--- src/rtl/irqfe_pkg.sv ---
package irqfe_pkg;

  typedef enum logic [1:0] {
    SRC_NONE = 2'b00,
    SRC_NORM = 2'b01,
    SRC_FAST = 2'b10
  } irq_src_e;

  localparam logic [31:0] BASE_LOW  = 32'h0000_0000;
  localparam logic [31:0] BASE_HIGH = 32'hFFFF_0000;
  localparam logic [31:0] OFS_NORM  = 32'h0000_0018;
  localparam logic [31:0] OFS_FAST  = 32'h0000_001C;

  // Vector fetch address for a given base selection and winning source
  function automatic logic [31:0] vector_of(input logic high_base, input irq_src_e s);
    logic [31:0] base;
    logic [31:0] ofs;
    base = high_base ? BASE_HIGH : BASE_LOW;
    case (s)
      SRC_FAST: ofs = OFS_FAST;
      SRC_NORM: ofs = OFS_NORM;
      default:  ofs = 32'h0;
    endcase
    return base + ofs;
  endfunction

endpackage

--- src/rtl/irqfe_sync.sv ---
module irqfe_sync #(
  parameter int STAGES = 2
) (
  input  logic clk,
  input  logic rst_n,
  input  logic line_n,
  input  logic bypass,
  output logic req
);
  logic [STAGES-1:0] chain;

  always_ff @(posedge clk or negedge rst_n) begin
    if (!rst_n) chain <= '1;
    else        chain <= {chain[STAGES-2:0], line_n};
  end

  // active-high request, taken either from the pin or from the last stage
  assign req = bypass ? ~line_n : ~chain[STAGES-1];
endmodule

--- src/rtl/irqfe_arb.sv ---
module irqfe_arb
  import irqfe_pkg::*;
(
  input  logic     fast_req,
  input  logic     norm_req,
  input  logic     fast_en,
  input  logic     norm_en,
  output logic     fast_act,
  output logic     norm_act,
  output irq_src_e winner
);
  assign fast_act = fast_req & fast_en;
  assign norm_act = norm_req & norm_en;

  always_comb begin
    if (fast_act)      winner = SRC_FAST;
    else if (norm_act) winner = SRC_NORM;
    else               winner = SRC_NONE;
  end
endmodule

--- src/rtl/irq_vector_frontend.sv ---
module irq_vector_frontend
  import irqfe_pkg::*;
#(
  parameter int SYNC_STAGES = 2
) (
  input  logic        clk,
  input  logic        rst_n,
  input  logic        fast_n,
  input  logic        norm_n,
  input  logic        fast_en,
  input  logic        norm_en,
  input  logic        sync_bypass,
  input  logic        hi_vec,
  input  logic        ack,
  output logic        take,
  output logic [1:0]  src,
  output logic [31:0] vec_addr
);
  localparam int NLINES = 2;  // index 1 fast, index 0 normal

  logic [NLINES-1:0] line_n_v;
  logic [NLINES-1:0] req_v;

  assign line_n_v = {fast_n, norm_n};

  for (genvar g = 0; g < NLINES; g++) begin : g_cond
    irqfe_sync #(.STAGES(SYNC_STAGES)) u_sync (
      .clk    (clk),
      .rst_n  (rst_n),
      .line_n (line_n_v[g]),
      .bypass (sync_bypass),
      .req    (req_v[g])
    );
  end

  logic     fast_act, norm_act;
  irq_src_e winner;

  irqfe_arb u_arb (
    .fast_req (req_v[1]),
    .norm_req (req_v[0]),
    .fast_en  (fast_en),
    .norm_en  (norm_en),
    .fast_act (fast_act),
    .norm_act (norm_act),
    .winner   (winner)
  );

  // Held exception state
  logic        take_q;
  irq_src_e    src_q;
  logic [31:0] addr_q;

  // Named events for the assertions
  logic held_en;
  logic withdraw;
  logic fresh_pick;

  assign held_en    = (src_q == SRC_FAST) ? fast_en : norm_en;
  assign withdraw   = take_q && !ack && !held_en;
  assign fresh_pick = !take_q && (winner != SRC_NONE);

  always_ff @(posedge clk or negedge rst_n) begin
    if (!rst_n) begin
      take_q <= 1'b0;
      src_q  <= SRC_NONE;
      addr_q <= '0;
    end else if (take_q && ack) begin
      take_q <= 1'b0;
      src_q  <= SRC_NONE;
    end else if (withdraw || fresh_pick) begin
      take_q <= (winner != SRC_NONE);
      src_q  <= winner;
      addr_q <= vector_of(hi_vec, winner);
    end
  end

  assign take     = take_q;
  assign src      = src_q;
  assign vec_addr = addr_q;

  // take and a valid source code always agree
  take_src_agree_chk: assert property (@(posedge clk) disable iff (!rst_n)
    take == (src != 2'b00));

  // nothing reported while reset is applied
  reset_quiet_chk: assert property (@(posedge clk) !rst_n |-> !take);

  // acknowledge clears the held exception at the next edge
  ack_clears_chk: assert property (@(posedge clk) disable iff (!rst_n)
    (take && ack) |=> !take);

  // held result is steady while no ack arrives and its enable stays on
  hold_steady_chk: assert property (@(posedge clk) disable iff (!rst_n)
    (take && !ack && held_en) |=> (take && $stable(src) && $stable(vec_addr)));

  // fast wins a fresh arbitration when both are qualified
  fast_first_chk: assert property (@(posedge clk) disable iff (!rst_n)
    (!take && fast_act && norm_act) |=> (src == 2'b10));

  // address base follows the base selection at the taking edge
  base_sel_chk: assert property (@(posedge clk) disable iff (!rst_n)
    (fresh_pick && hi_vec) |=> (vec_addr[31:16] == 16'hFFFF));

  // withdrawn source is not the one held afterwards
  withdraw_chk: assert property (@(posedge clk) disable iff (!rst_n)
    (withdraw && (src == 2'b10)) |=> (src != 2'b10));
endmodule

--- config.mk ---
export PLATFORM = sky130hd
export DESIGN_NAME = irq_vector_frontend
export DESIGN_NICKNAME = d
export VERILOG_FILES = /design/src/rtl/irqfe_pkg.sv /design/src/rtl/irqfe_sync.sv /design/src/rtl/irqfe_arb.sv /design/src/rtl/irq_vector_frontend.sv
export SDC_FILE = /design/constraint.sdc
export NUM_CORES = 1
export LEC_CHECK = 0
export BUFFER_PORTS_ARGS = -buffer_cell sky130_fd_sc_hd__buf_4
export CAP_MARGIN = 20
export CORE_MARGIN = 10
export CORE_UTILIZATION = 32
export CTS_BUF_LIST = sky130_fd_sc_hd__clkbuf_4
export DETAILED_ROUTE_END_ITERATION = 10
export PLACE_DENSITY_LB_ADDON = 0.08
export SLEW_MARGIN = 30
export SYNTH_ARGS = -nofsm -noshare
export SYNTH_HDL_FRONTEND = slang
export SYNTH_SLANG_ARGS = --single-unit
--- constraint.sdc ---
create_clock -name clk -period 1.4 [get_ports clk]
set_input_delay 0 -clock clk [delete_from_list [all_inputs] [get_ports clk]]
set_output_delay 0 -clock clk [all_outputs]
set_load 0.02 [all_outputs]
* Word-level counts from Yosys, hierarchy flattened *
Cells that the tools add are included.

operators by class
  multiplexer cells = 13
  equality and inequality tests = 3
  reductions and logical operators = 11
  bitwise logic cells = 7
  add/sub/neg operators = 1

operators with widths
  cell                                                             number
  32-bit two-way mux                                               3
  32-bit adder                                                     1
  5-bit case mux with 2 select lines                               1
  1-bit two-way mux                                                6
  2-bit two-way mux                                                3
  1-bit NOT                                                        5
  2-bit == test, second input constant                             2
  1-bit logical AND                                                4
  2-bit nonzero test                                               2
  1-bit zero test                                                  3
  1-bit AND                                                        2
  2-bit by 1-bit == test with 1-bit output, second input constant  1
  2-bit AND reduction                                              1
  1-bit logical OR                                                 1

storage, ports and cells
  bits of input ports = 9
  word-level logic and storage cells = 40
  register bits = 39

* Depth between registers and ports, before layout *
  word-level depth = 11
  depth in mapped cells = 4

* Cells and area by module *
Synthesis repeated with hierarchy kept, for this count alone.

unflattened totals
  cell total of the unflattened synthesis = 67
  area, all modules = 737.0 µm²

modules (own cells, without submodules)
  module               cells each  area each (µm²)  seq. area each (µm²)  instances
  irq_vector_frontend  57          573.0            150.1                 1
  irqfe_sync           3           62.6             52.6                  2
  irqfe_arb            4           38.8             0.0                   1

* Worst setup path after synthesis *
Ideal clock, no wire load.

  path kind = register to register
  start point = reg src_q[0], in the netlist src[0]
  end point = reg addr_q[30], in the netlist vec_addr[30]
  arrival = 1.245 ns
  setup time = 0.125 ns
  slack = 0.030 ns
  buffers on the path = 0
  stages on the path, launching flop included = 5
  clock period less this slack = 1.370 ns
  cells stage by stage = dfrtp_1 nand3b_1 o211ai_4 o21ai_2 mux2_4

on the way
  cells in the longest elaborated chain, start to end = 6

RTL lines
  what                           RTL line                   source
  start, declared                irq_vector_frontend.sv:51  irq_src_e src_q;
  start signal, assigned         irq_vector_frontend.sv:73  src_q <= winner;
  2-bit == test                  irq_vector_frontend.sv:59  assign held_en = (src_q == SRC_FAST) ? fast_en : norm_en;
  1-bit two-way mux              irq_vector_frontend.sv:59
  1-bit zero test                irq_vector_frontend.sv:60  assign withdraw = take_q && !ack && !held_en;
  1-bit logical AND              irq_vector_frontend.sv:60
  1-bit logical OR               irq_vector_frontend.sv:71  end else if (withdraw || fresh_pick) begin
  2-bit AND reduction (no line)  --
  end signal, assigned           irq_vector_frontend.sv:74  addr_q <= vector_of(hi_vec, winner);
  end, declared                  irq_vector_frontend.sv:52  logic [31:0] addr_q;

No other way between the ends.
A chain may end at the register's enable or synchronous reset.

* Worst setup path in the final report *
  start point = in norm_n
  end point = reg addr_q[30], in the netlist vec_addr[30]

on the way
  cells in the longest elaborated chain, start to end = 10
  elaborated cells on any way between the ends = 15

RTL lines
  what                                                                       RTL line                   source
  start, declared                                                            irq_vector_frontend.sv:9   input logic norm_n,
  1-bit NOT (*)                                                              irqfe_sync.sv:18           assign req = bypass ? ~line_n : ~chain[STAGES-1];
  1-bit two-way mux (*)                                                      irqfe_sync.sv:18
  1-bit AND (*)                                                              irqfe_arb.sv:13            assign norm_act = norm_req & norm_en;
  1-bit two-way mux (*)                                                      irqfe_arb.sv:17            else if (norm_act) winner = SRC_NORM;
  2-bit two-way mux (*)                                                      irqfe_arb.sv:16            if (fast_act) winner = SRC_FAST;
  2-bit by 1-bit == test with 1-bit output or 2-bit == test (tied branches)  irqfe_pkg.sv:19            case (s)
  5-bit case mux with 2 select lines                                         irqfe_pkg.sv:19
  32-bit two-way mux                                                         irq_vector_frontend.sv:71
  32-bit two-way mux                                                         irq_vector_frontend.sv:68  end else if (take_q && ack) begin
  32-bit adder                                                               irqfe_pkg.sv:24            return base + ofs;

Mark *: on every way between the ends. The rest lies on a longest branch, timed or not. The select of a mux whose other input is x is not followed.

==> results.txt <==
status - finished, final reports clean
Final Non-Filler Cells - 120
largest net degree at the start of global routing - 18
Yosys top cell area share - 31.4%
met2 usage - 12.4%
most frequent cells in the layout - 34 x buf_4, 13 x conb_1, 6 x dfrtp_1
CP Cell Sequence - dlygate4sd3_1, buf_4, mux2i_1, a22oi_2, o21ai_2, mux2_4
Levels on crit path - 6
most common cell after layout, fill and taps aside - buf_4
Period minus WS final - 1.31 ns
reg2reg end - vec_addr[30]
Setup WS post-layout - 0.0891 ns
Setup violations, final - 0
Antenna Cells - 0
Port Buffers - 30
CP Capture Type - flop
via count - 497
fin nets - 103
routability cong. - 0.680
antenna-violating nets left - 0
Req. time, crit path - 1.55 ns
Overall Global Routing Usage - 7.20%
dpl cells - 111
IO Pins - 44
Final Hold Violating Endpoints - 0
crit start category - input port
leakage dissipation - 0.448 nW
Die W - 66.5 um
dpl cell area - 810 sq um
initial core utilization - 34.6%
Mean Syn Cell Area - 10.3 sq um
Reg clk slew, reported paths - 0.06 ns
crit path to - vec_addr[30]
layout cells sized above 1 - 51.6%
Peak Freq - 0.763 GHz
RSZ-0062 raised after global routing - true
Vias/cell - 4.14
worst hold slack - 0.0437 ns
Rows - 16
initial antenna violation count - 0
CTS H-tree depth - 1
clk sinks - 10
DR pass1 iterations - 3
post-synth cell types - 25
Layout area overhead - 27.8%
Synth Warn # - 0
Root Buffer Master - clkbuf_4
total grt overflow - 0
drt wl/cell - 12.9 um
CP max stage delay - 0.53 ns
Synth area leaders - buf_4 31%, dfrtp_1 22%, dfstp_2 15%, mux2i_1 4.3%, o211ai_4 3.1%
reg2reg path depth - 4
CP Max Fanout - 3
Routed Wire Length - 1550 um
number of fill cells - 216
Final Slew Violations - 0
DIE AREA - 4430 sq um
sequential-to-total area share from yosys stat - 36.8%
fin area - 886 sq um
Post-Place Setup Slack - 0.0962 ns
Mapped Cells - 67
worst setup path start - norm_n
setup slack, reg-to-reg - 0.09 ns
reg2reg start - g_cond[1].u_sync.chain[1]
vias in the first global route - 532
GR Layer Usage met1 - 6.25%
drc violations - 0
grt peak-use layer - met2
post-synthesis cell area - 693 sq um
Critical-path top delay cell - dlygate4sd3_1
die height - 66.5 um
max_cap viols - 0
final setup TNS - 0 ns
CTS max path bufs - 2
hold crit path type - in2reg
Worst VDD drop - 0.837 mV
Synth Register Bits - 10
Synth area leader - buf_4
TritonCTS clock tree - built
Arr. time, crit path - 1.46 ns
pwr dens - 1660 nW/um^2
met3 Use GR - 5.52%
Buf+Inv Stages, Crit Path - 2
Worst Setup Path Type - in2reg
cell family with most CP delay - buffers and inverters
worst skew pair latency - 0.26 ns
Setup Skew - 0.000391 ns
CTS buffer count - 3
Final period util - 93.6%
Initial DRC Count - 13
first-pass GRT wire length - 2470 um
CORE AREA - 2000 sq um
timing repair:
action	4_1_cts	5_1_grt
buffers inserted	0	0
endpoints found under the hold margin	14	0
setup endpoints to repair	0	1
resized for setup	0	0
hold buffers	5	0
layer usage:
layer	up-vias	part of all wire, %
li1	240	-
met1	230	33
met2	25	51
met3	2	16
met4	0	0.52
met5	-	0
state kept, by name, summed over array words and instances, names as in the netlist:
name / count
g_cond.u_sync.chain: 4
vec_addr: 3
src: 2
take: 1
cell type report:
type,instances,area [sq um],share of cell area [%]
sequential,10,255,28.8
multi-input combinational,38,258,29.1
timing repair buffer,39,305,34.5
clock inverter,1,3.75,0.424
tap,27,33.8,3.81
inverter,2,7.51,0.847
clock buffer,3,22.5,2.54
how the worst min path moves through the flow:
stage / start / end / slack (ns) / depth (start not counted)
final: norm_en / src[0] / 0.04 / 2
after detailed placement: rst_n / vec_addr[2] / -0.16 / 1
after global placement: rst_n / src[0] / -0.16 / 1
after CTS: norm_en / src[0] / 0.04 / 2
after floorplan: rst_n / src[0] / -0.30 / 0
after global routing: norm_en / src[0] / 0.04 / 2
kinds of logic after synthesis:
group | synth area share, %
AO/OA/AOI/OAI | 17.3
flip-flops | 36.8
other | 0.541
AND/OR/NAND/NOR | 6.32
multiplexers | 6.50
buffers and inverters | 32.5
worst register-to-register path, cell delays in order (launching register included):
cell,delay [ns]
dfstp_2,0.51
mux2i_1,0.08
a22oi_2,0.23
o21ai_2,0.08
mux2_4,0.29
cell usage after synthesis (all sizes together):
cell and n:
a22o 1, nor2b 1, inv 2, o221ai 1, nand3b 1, a32o 1, o22ai 1, nand3 1
dfrtp 6, and2b 1, o211ai 2, a21boi 1, o21ai 2, conb 1, mux2 1, buf 29
dfstp 4, mux2i 3, a21oi 2, nand2 4, a2bb2oi 1, a22oi 1
report_power, final:
group	switching, mW	total (mW)	internal (mW)
Combinational	0.483	0.858	0.375
Clock	0.0989	0.202	0.103
Sequential	0.0645	0.410	0.346
through the flow:
step | utilization (%) | power, mW
detailed placement | 40.4 | 1.28
global route | 44.3 | 1.57
CTS | 44.3 | 1.50
global placement | 40.4 | 1.28
finish | 44.3 | 1.47
floorplan | - | 1.10
Note: power is estimated with default switching activity, not from simulation.
